--- src/rtl/irq_hub_pkg.sv ---
// Package: shared address layout of the interrupt cause aggregation controller.
// Assumes word addressing; each bank spans 2**OFF_W words.
package irq_hub_pkg;
    localparam int NBANK     = 3;
    localparam int OFF_W     = 3;
    localparam int OFF_CAUSE = 0;
    localparam int OFF_MODE  = 1;
    localparam int OFF_MCAUS = 2;
    localparam int OFF_MSET  = 3;
    localparam int OFF_MCLR  = 4;
    localparam int OFF_MVAL  = 5;
    localparam int PSD_ADDR  = NBANK << OFF_W;
    localparam int PMSK_ADDR = PSD_ADDR + 1;
endpackage

--- src/rtl/irq_cause_bank.sv ---
// Module: one cause bank holding sticky cause bits, a per-bit clear mode and a mask.
// Assumes the parent decodes addresses and asserts at most one write strobe per cycle.
module irq_cause_bank #(
    parameter int DATA_W = 32
) (
    input  logic              clk,
    input  logic              rst_n,
    input  logic [DATA_W-1:0] evt_i,
    input  logic [DATA_W-1:0] wdata_i,
    input  logic              wr_cause_i,
    input  logic              wr_mode_i,
    input  logic              wr_mset_i,
    input  logic              wr_mclr_i,
    input  logic              rd_cause_i,
    output logic [DATA_W-1:0] cause_o,
    output logic [DATA_W-1:0] mode_o,
    output logic [DATA_W-1:0] mask_o,
    output logic              live_o
);
    logic [DATA_W-1:0] cause_q, mode_q, mask_q, clr_vec;

    // Bits to clear this cycle: write-one on write-to-clear bits, read on clear-on-read bits.
    always_comb begin
        clr_vec = ({DATA_W{wr_cause_i}} & wdata_i & ~mode_q)
                | ({DATA_W{rd_cause_i}} & mode_q);
    end

    // Sticky cause bits; a new event wins over a clear in the same cycle.
    always_ff @(posedge clk) begin
        if (!rst_n) cause_q <= '0;
        else        cause_q <= (cause_q & ~clr_vec) | evt_i;
    end

    // Clear-mode register, plain read/write.
    always_ff @(posedge clk) begin
        if (!rst_n)         mode_q <= '0;
        else if (wr_mode_i) mode_q <= wdata_i;
    end

    // Mask register driven by write-one set and write-one clear strobes.
    always_ff @(posedge clk) begin
        if (!rst_n) mask_q <= '1;
        else        mask_q <= (mask_q | ({DATA_W{wr_mset_i}} & wdata_i))
                            & ~({DATA_W{wr_mclr_i}} & wdata_i);
    end

    assign cause_o = cause_q;
    assign mode_o  = mode_q;
    assign mask_o  = mask_q;
    assign live_o  = |(cause_q & ~mask_q);

    p_event_kept_r7: assert property (@(posedge clk) disable iff (!rst_n)
        1'b1 |=> ((cause_q & $past(evt_i)) == $past(evt_i)));
    p_sticky_r2: assert property (@(posedge clk) disable iff (!rst_n)
        (!wr_cause_i && !rd_cause_i) |=> ((cause_q & $past(cause_q)) == $past(cause_q)));
    p_w1c_r4: assert property (@(posedge clk) disable iff (!rst_n)
        (wr_cause_i && evt_i == '0) |=> ((cause_q & $past(wdata_i & ~mode_q)) == '0));
    p_cor_r5: assert property (@(posedge clk) disable iff (!rst_n)
        (rd_cause_i && evt_i == '0) |=> ((cause_q & $past(mode_q)) == '0));
    p_mask_set_r3: assert property (@(posedge clk) disable iff (!rst_n)
        wr_mset_i |=> ((mask_q & $past(wdata_i)) == $past(wdata_i)));
    p_mask_clr_r3: assert property (@(posedge clk) disable iff (!rst_n)
        wr_mclr_i |=> ((mask_q & $past(wdata_i)) == '0));
endmodule

--- src/rtl/irq_cause_summary.sv ---
// Module: clear-on-read summary of the banks, its software mask and the registered output line.
// Assumes live_i bit k is the OR of bank k's unmasked causes.
module irq_cause_summary #(
    parameter int NBANK  = 3,
    parameter int DATA_W = 32
) (
    input  logic              clk,
    input  logic              rst_n,
    input  logic [NBANK-1:0]  live_i,
    input  logic              rd_psd_i,
    input  logic              wr_pmask_i,
    input  logic [DATA_W-1:0] wdata_i,
    output logic [NBANK-1:0]  psd_o,
    output logic [DATA_W-1:0] pmask_o,
    output logic              irq_o
);
    logic [NBANK-1:0]  psd_q;
    logic [DATA_W-1:0] pmask_q;
    logic              irq_q;

    // Summary register, forced to zero for one cycle by a read.
    always_ff @(posedge clk) begin
        if (!rst_n)        psd_q <= '0;
        else if (rd_psd_i) psd_q <= '0;
        else               psd_q <= live_i;
    end

    // Software mask over the summary bits.
    always_ff @(posedge clk) begin
        if (!rst_n)          pmask_q <= '1;
        else if (wr_pmask_i) pmask_q <= wdata_i;
    end

    // Registered interrupt line from the unblocked summary bits.
    always_ff @(posedge clk) begin
        if (!rst_n) irq_q <= 1'b0;
        else        irq_q <= |(psd_q & ~pmask_q[NBANK-1:0]);
    end

    assign psd_o   = psd_q;
    assign pmask_o = pmask_q;
    assign irq_o   = irq_q;

    p_psd_cor_r9: assert property (@(posedge clk) disable iff (!rst_n)
        rd_psd_i |=> (psd_q == '0));
    p_irq_gate_r10: assert property (@(posedge clk) disable iff (!rst_n)
        irq_q |-> $past(|(psd_q & ~pmask_q[NBANK-1:0])));
    p_irq_raise_r10: assert property (@(posedge clk) disable iff (!rst_n)
        (|(psd_q & ~pmask_q[NBANK-1:0])) |=> irq_q);
endmodule

--- src/rtl/irq_cause_hub.sv ---
// Module: top of the interrupt cause aggregation controller: address decode,
// three cause banks, summary stage and registered read port.
// Assumes one access per address per cycle; read data follows the strobe by one cycle.
module irq_cause_hub #(
    parameter int DATA_W = 32,
    parameter int ADDR_W = 6
) (
    input  logic              clk,
    input  logic              rst_n,
    input  logic [ADDR_W-1:0] reg_addr,
    input  logic              reg_wr_en,
    input  logic [DATA_W-1:0] reg_wr_data,
    input  logic              reg_rd_en,
    output logic [DATA_W-1:0] reg_rd_data,
    input  logic [DATA_W-1:0] rx_evt_i,
    input  logic [DATA_W-1:0] tx_evt_i,
    input  logic [DATA_W-1:0] misc_evt_i,
    output logic              irq_o
);
    import irq_hub_pkg::*;

    localparam int BIDX_W = ADDR_W - OFF_W;

    logic [BIDX_W-1:0] bank_idx;
    logic [OFF_W-1:0]  off;
    logic [DATA_W-1:0] evt_w   [NBANK];
    logic [DATA_W-1:0] cause_w [NBANK];
    logic [DATA_W-1:0] mode_w  [NBANK];
    logic [DATA_W-1:0] mask_w  [NBANK];
    logic [NBANK-1:0]  live_w;
    logic [NBANK-1:0]  psd_w;
    logic [DATA_W-1:0] pmask_w;
    logic [DATA_W-1:0] rd_mux, rd_q;
    logic              rd_psd, wr_pmask;

    assign bank_idx = reg_addr[ADDR_W-1:OFF_W];
    assign off      = reg_addr[OFF_W-1:0];
    assign evt_w[0] = rx_evt_i;
    assign evt_w[1] = tx_evt_i;
    assign evt_w[2] = misc_evt_i;
    assign rd_psd   = reg_rd_en && (reg_addr == ADDR_W'(PSD_ADDR));
    assign wr_pmask = reg_wr_en && (reg_addr == ADDR_W'(PMSK_ADDR));

    for (genvar b = 0; b < NBANK; b++) begin : g_bank
        logic sel;
        assign sel = (bank_idx == BIDX_W'(b));

        irq_cause_bank #(.DATA_W(DATA_W)) i_bank (
            .clk        (clk),
            .rst_n      (rst_n),
            .evt_i      (evt_w[b]),
            .wdata_i    (reg_wr_data),
            .wr_cause_i (sel && reg_wr_en && off == OFF_W'(OFF_CAUSE)),
            .wr_mode_i  (sel && reg_wr_en && off == OFF_W'(OFF_MODE)),
            .wr_mset_i  (sel && reg_wr_en && off == OFF_W'(OFF_MSET)),
            .wr_mclr_i  (sel && reg_wr_en && off == OFF_W'(OFF_MCLR)),
            .rd_cause_i (sel && reg_rd_en && off == OFF_W'(OFF_CAUSE)),
            .cause_o    (cause_w[b]),
            .mode_o     (mode_w[b]),
            .mask_o     (mask_w[b]),
            .live_o     (live_w[b])
        );

        p_masked_quiet_r8: assert property (@(posedge clk) disable iff (!rst_n)
            psd_w[b] |-> !(&$past(mask_w[b])));
    end

    irq_cause_summary #(.NBANK(NBANK), .DATA_W(DATA_W)) i_summary (
        .clk        (clk),
        .rst_n      (rst_n),
        .live_i     (live_w),
        .rd_psd_i   (rd_psd),
        .wr_pmask_i (wr_pmask),
        .wdata_i    (reg_wr_data),
        .psd_o      (psd_w),
        .pmask_o    (pmask_w),
        .irq_o      (irq_o)
    );

    // Read multiplexer over bank offsets and the two summary registers.
    always_comb begin
        rd_mux = '0;
        for (int b = 0; b < NBANK; b++) begin
            if (bank_idx == BIDX_W'(b)) begin
                case (off)
                    OFF_W'(OFF_CAUSE): rd_mux = cause_w[b];
                    OFF_W'(OFF_MODE):  rd_mux = mode_w[b];
                    OFF_W'(OFF_MCAUS): rd_mux = cause_w[b] & ~mask_w[b];
                    OFF_W'(OFF_MVAL):  rd_mux = mask_w[b];
                    default:           rd_mux = '0;
                endcase
            end
        end
        if (reg_addr == ADDR_W'(PSD_ADDR))  rd_mux = DATA_W'(psd_w);
        if (reg_addr == ADDR_W'(PMSK_ADDR)) rd_mux = pmask_w;
    end

    // Registered read data, zero when no read was strobed.
    always_ff @(posedge clk) begin
        if (!rst_n)         rd_q <= '0;
        else if (reg_rd_en) rd_q <= rd_mux;
        else                rd_q <= '0;
    end

    assign reg_rd_data = rd_q;

    p_rd_idle_r11: assert property (@(posedge clk) disable iff (!rst_n)
        !reg_rd_en |=> (reg_rd_data == '0));
endmodule

--- config.mk ---
export PLATFORM = sky130hd
export DESIGN_NAME = irq_cause_hub
export DESIGN_NICKNAME = d
export VERILOG_FILES = /design/src/rtl/irq_hub_pkg.sv /design/src/rtl/irq_cause_bank.sv /design/src/rtl/irq_cause_summary.sv /design/src/rtl/irq_cause_hub.sv
export SDC_FILE = /design/constraint.sdc
export NUM_CORES = 1
export LEC_CHECK = 0
export BUFFER_PORTS_ARGS = -buffer_cell sky130_fd_sc_hd__buf_2
export CORE_ASPECT_RATIO = 2
export CORE_UTILIZATION = 51
export CTS_CLUSTER_SIZE = 28
export DETAILED_ROUTE_END_ITERATION = 8
export PLACE_DENSITY_LB_ADDON = 0.05
export SLEW_MARGIN = 25
export SYNTH_ARGS = -nofsm -noshare
export SYNTH_HDL_FRONTEND = slang
export SYNTH_SLANG_ARGS = --single-unit
export TNS_END_PERCENT = 10
--- constraint.sdc ---
create_clock -name clk -period 1.8 [get_ports clk]
set_clock_uncertainty 0.05 [all_clocks]
set_input_delay 0.27 -clock clk [delete_from_list [all_inputs] [get_ports clk]]
set_output_delay 0.27 -clock clk [all_outputs]
set_load 0.1 [all_outputs]
==> After elaboration in Yosys (flattened, before gate mapping) <==
Cells that the tools add are included.
{ "classes": {"n_reduce_logical": 31, "muxes": 8, "bitwise": 48, "eq_ne": 9} }
{ "ops": {"columns": ["cell", "n"], "rows": [
  ["$and A32 B32 Y32", 24],
  ["$not A32 Y32", 12],
  ["$pmux W32 S4", 3],
  ["$or A32 B32 Y32", 9],
  ["$mux W32", 5],
  ["$reduce_or A32 Y1", 3],
  ["$logic_and A1 B1 Y1", 23],
  ["$eq A6 B5 Y1 const B", 2],
  ["$eq A3 B2 Y1 const B", 3],
  ["$eq A3 B1 Y1 const B", 2],
  ["$eq A3 B3 Y1 const B", 2],
  ["$logic_not A3 Y1", 2],
  ["$and A3 B3 Y3", 1],
  ["$not A3 Y3", 1],
  ["$reduce_or A3 Y1", 1],
  ["$reduce_and A2 Y1", 1],
  ["$reduce_or A2 Y1", 1],
  ["$not A1 Y1", 1]
]} }
{ "totals": {"output_inout_bits": 33, "input_bits": 138, "register_bits": 356} }

==> Longest topological paths before layout <==
{ "depth": {"depth_word": 9, "mapped_depth": 9, "mapped_depth_nobuf": 5} }

==> Cells and area by module <==
A second synthesis with hierarchy kept.
{ "unflattened": {"cells_unflattened": 2122, "area_unflattened_um2": 18575.3} }
{ "modules_own_cells": {"columns": ["mod", "cells_each", "seq_area_each_um2", "area_per_inst_um2", "instances"], "rows": [
  ["irq_cause_bank", 463, 1921.8, 4155.2, 3],
  ["irq_cause_hub", 617, 640.6, 4823.4, 1],
  ["irq_cause_summary", 116, 720.7, 1286.2, 1]
]} }

==> Least setup slack after synthesis <==
OpenSTA, ideal clock, no wires.
{ "synth_timing": {"kind": "input -> register", "start": "in reg_addr[4]", "end": "reg g_bank[0].i_bank.mode_q[10]", "required_ns": 1.634, "slack_ns": -0.053, "path_stages": 7, "n_path_buf": 3, "t_arrival_ns": 1.687, "cell_sequence": "buf_2 > or4b_4 > or3_1 > buf_2 > buf_6 > nand2_1 > a21boi_1"} }
{ "synth_via": {"elab_chain_len": 3} }
{ "synth_lines": {"columns": ["item", "line", "text"], "rows": [
  ["from (decl)", "irq_cause_hub.sv:10", "input logic [ADDR_W-1:0] reg_addr,"],
  ["$logic_not A3 Y1", "irq_cause_hub.sv:46", "assign sel = (bank_idx == BIDX_W'(b));"],
  ["$logic_and A1 B1 Y1 (2 in series)", "irq_cause_hub.sv:54", ".wr_mode_i (sel && reg_wr_en && off == OFF_W'(OFF_MODE)),"],
  ["to (signal assigned)", "irq_cause_bank.sv:37", "else if (wr_mode_i) mode_q <= wdata_i;"],
  ["to (decl)", "irq_cause_bank.sv:20", "logic [DATA_W-1:0] cause_q, mode_q, mask_q, clr_vec;"]
]} }
Every way passes these cells.
A chain may end at the register's enable or synchronous reset.

==> Final worst setup path <==
{ "layout_timing": {"start": "reg g_bank[0].i_bank.mask_q[26]", "end": "reg i_summary.psd_q[0] (netlist: i_summary.psd_o[0])"} }
{ "layout_via": {"elab_chain_len": 3} }
{ "layout_lines": {"columns": ["item", "line", "text"], "rows": [
  ["from (decl)", "irq_cause_bank.sv:20", null],
  ["from (signal assigned)", "irq_cause_bank.sv:43", "else mask_q <= (mask_q | ({DATA_W{wr_mset_i}} & wdata_i))"],
  ["$not A32 Y32", "irq_cause_bank.sv:50", "assign live_o = |(cause_q & ~mask_q);"],
  ["$and A32 B32 Y32", "irq_cause_bank.sv:50", null],
  ["$reduce_or A32 Y1", "irq_cause_bank.sv:50", null],
  ["to (signal assigned)", "irq_cause_summary.sv:25", "else psd_q <= live_i;"],
  ["to (decl)", "irq_cause_summary.sv:17", "logic [NBANK-1:0] psd_q;"]
]} }
Every way passes these cells.

==> flow_summary_export.csv <==
group,metric,value,unit
clocking,cts_setup_buffers,0,
timing,rsz0062_at_grt,"false",
critical_path,cp_slowest_stage_delay,0.35,ns
global_routing,grt_usage,39.3,%
synthesis,ys_types,61,
clocking,htree_levels,2,
synthesis,ys_ff_latch,356,
global_routing,met1_usage,43.5,%
global_routing,use_met3,5.57,%
power,powerDensity,808,nW/um2
clocking,clk_pin_slew,0.06,ns
synthesis,synthArstFlopShare,0,%
floorplanning,core,34500,um2
detailed_routing,wire_per_inst,23.8,um
detailed_routing,finalWirelength,71.1,mm
place,gp_congestion,0.970,
power,internal_power,13500,uW
synthesis,yosys_warnings,0,
global_routing,antenna_found_initial,2,
timing,drv_slew,0,
power,clockPowerShare,43.0,%
synthesis,netlist_area,18000,um2
synthesis,netlist_top_cells_area,"dfxtp_1 (40%), nand2_1 (10%), a21oi_1 (4.8%), a21o_1 (4.1%), nand3b_1 (4.1%)",
timing,finalCriticalPeriod,1.71,ns
hold_path,hold_path_class,"in -> reg",
timing,hold_viol,0,
global_routing,grt_pass1_wl,106,mm
detailed_routing,dr_total_vias,18300,
job,cap_violations,0,
critical_path,critPathArrivalTime,2.07,ns
outcome,run_status,"completed",
power,p_comb_share,11.7,%
synthesis,synth_nets,2383,
critical_path,cp_data_required_time,2.15,ns
detailed_routing,drc,0,
clocking,clock_sinks,356,
synthesis,syn_area_per_cell,8.01,um2
final_layout,antennaDiodeCount,0,
floorplanning,pin_count,171,
floorplanning,die_area,36000,um2
floorplanning,rows,96,
clocking,tritoncts,"done",
critical_path,endpoint_kind,"flop",
timing,slew_headroom,57.3,%
final_layout,stdcell_count,2993,
final_layout,post-route-util,65.2,%
power,power_switching,4680,uW
critical_path,critPathBufInv,2,
place,detailedPlacementHpwl,49.9,mm
power,p_seq_share,45.4,%
clocking,numCtsBuffers,36,
place,dpl.cell_count,2835,
power,worst_ir_drop_vdd,0.844,mV
clocking,cts-root-buf,"clkbuf_16",
synthesis,synth_edf_count,0,
detailed_routing,drtPass1Iterations,6,
critical_path,cp_max_fo,3,
detailed_routing,dr.first_iter.drc_count,1584,
final_layout,area_growth,25.0,%
floorplanning,fp.dieH,268,um
timing,fmax,583,MHz
global_routing,gr-total-overflow,0,
synthesis,seq_area_frac_synth,39.6,%
critical_path,cpMaxStageDelayCell,"dfxtp_1",
floorplanning,die_x,135,um
global_routing,grt_max_degree,142,
final_layout,fin_area,22500,um2
final_layout,finalNetCount,2665,
clocking,clk_path_buf_depth,3,
synthesis,synth_common_cells,"nand2_1 (501), dfxtp_1 (356), a21oi_1 (171)",
detailed_routing,vias_per_cell,6.11,
place,placed_area,20300,um2
global_routing,grt_pass1_vias,17800,
clocking,worstSkewPairLatency,0.54,ns
critical_path,crit_top_cell,"buf_4",
critical_path,crit_path_cell_trace,"nand2b_2, nand4_1, buf_4, nor4_2, buf_4, a31oi_1",
final_layout,drive_gt1_share,18.1,%
timing,post-route-period-util,95.2,%
synthesis,synth_top_cell_area_share,39.6,%
timing,setup_viol,0,
global_routing,grt_use_met2,67.7,%
global_routing,top_usage_layer,"met2",
detailed_routing,postRouteAntennaNets,0,
power,swShare,25.8,%
power,p_leak,0.00950,uW
floorplanning,initial_core_util,52.1,%
critical_path,crit_family,"simple AND/OR/NAND/NOR gates",
place,numPortBuffers,170,
critical_path,crit_type,"reg -> reg",
timing,worstMarginPinSlew,0.640,ns
synthesis,synthCells,2245,
critical_path,cp-start-kind,"flop",
synthesis,synth_most_common_cell,"nand2_1",
power,fin_total_pwr,18200,uW
synthesis,yosysTopAreaCell,"dfxtp_1",
synthesis,synth_flop_cell,"dfxtp_1",
==> sequential cells by signal (all words and copies together), names as in the netlist <==
name and count:
reg_rd_data 32, g_bank.i_bank.mode_o 96, i_summary.psd_o 3, i_summary.pmask_o 32, g_bank.i_bank.cause_o 96, i_summary.irq_o 1, g_bank.i_bank.mask_o 96
==> placed cells by master (no fill, tap or decap), types with 9 or more instances in the layout <==
| master | n |
|---|---|
| a31oi_1 | 100 |
| inv_1 | 47 |
| o211ai_1 | 9 |
| mux2_2 | 28 |
| nand3b_1 | 97 |
| a21boi_1 | 39 |
| clkbuf_16 | 37 |
| o221ai_1 | 37 |
| a21o_1 | 97 |
| buf_12 | 37 |
| nand2_1 | 501 |
| nand3_1 | 33 |
| a22oi_1 | 22 |
| mux2i_1 | 40 |
| buf_4 | 146 |
| dfxtp_1 | 356 |
| buf_2 | 167 |
| nor2_1 | 46 |
| dlygate4sd3_1 | 95 |
| a22o_1 | 13 |
| nand2b_1 | 55 |
| a32o_1 | 28 |
| nor2b_1 | 99 |
| a32oi_1 | 24 |
| o21ai_0 | 33 |
| a21boi_0 | 57 |
| a21oi_1 | 171 |
| clkbuf_1 | 9 |
| o22ai_1 | 14 |
==> tightest hold or removal path, delay by kind of cell <==
| kind | cells | cell delay [ns] |
|---|---|---|
| simple gates | 1 | 0.12 |
| buf+inv | 1 | 0.11 |
| compound gates | 1 | 0.05 |
==> final cells by class <==
cell class                      instances  area (um2)
Clock buffer                           53        1060
Clock inverter                         10         131
Fill cell                            2954       12000
Inverter                               48         180
Multi-Input combinational cell       1639        9790
Sequential cell                       356        7130
Tap cell                              441         552
Timing Repair Buffer                  446        3640
==> layer usage <==
layer | wire, um | share of wire [%]
met1 | 25800 | 36
met2 | 35100 | 49
met3 | 4530 | 6.4
met4 | 5730 | 8.0
met5 | 27 | 0.038
==> cell families (layout without fill, tap and decap cells) <==
kind of cell | after synthesis | count (layout) | synth area share, %
muxes | 68 | 68 | 3.98
and+or+nand+nor | 891 | 891 | 24.2
AOI/OAI and AO/OA | 680 | 680 | 25.9
DFF | 356 | 356 | 39.6
buffers and inverters | 250 | 557 | 6.29
==> power groups by stage <==
| stage | logic (uW) | clock network [uW] | registers (uW) |
|---|---|---|---|
| 2_1_floorplan | 1000 | 0 | 8450 |
| 3_3_place_gp | 1890 | 0 | 8400 |
| 3_5_place_dp | 1920 | 0 | 8410 |
| 4_1_cts | 2080 | 7860 | 8230 |
| 5_1_grt | 2230 | 8140 | 8260 |
| 6_report | 2120 | 7800 | 8240 |
==> stage by stage <==
step           TNS [ns]  hold slack [ns]  setup WS, ns
2_1_floorplan     -1.64            0.359       -0.0492
3_3_place_gp     -56.44            0.386        -0.428
3_5_place_dp     -65.01            0.396        -0.434
4_1_cts               0           0.0169        0.0533
5_1_grt               0           0.0235        0.0181
6_report              0           0.0168        0.0861
==> worst paths after layout <==
path | startpoint | end | slack, ns | cells past startpoint
worst max-delay path | g_bank[0].i_bank.mask_o[26] | i_summary.psd_o[0] | 0.09 | 6
worst min-delay path | misc_evt_i[18] | g_bank[2].i_bank.cause_o[18] | 0.02 | 3
worst max register to register | g_bank[0].i_bank.mask_o[26] | i_summary.psd_o[0] | 0.09 | 6
worst min register to register | i_summary.pmask_o[19] | reg_rd_data[19] | 0.41 | 2
==> timing repair <==
item,4_1_cts,5_1_grt
hold buffers,95,0
setup endpoints to repair,0,2
hold endpoints to repair,95,0
resized for setup,0,3
Note: power is estimated with default switching activity, not from simulation.
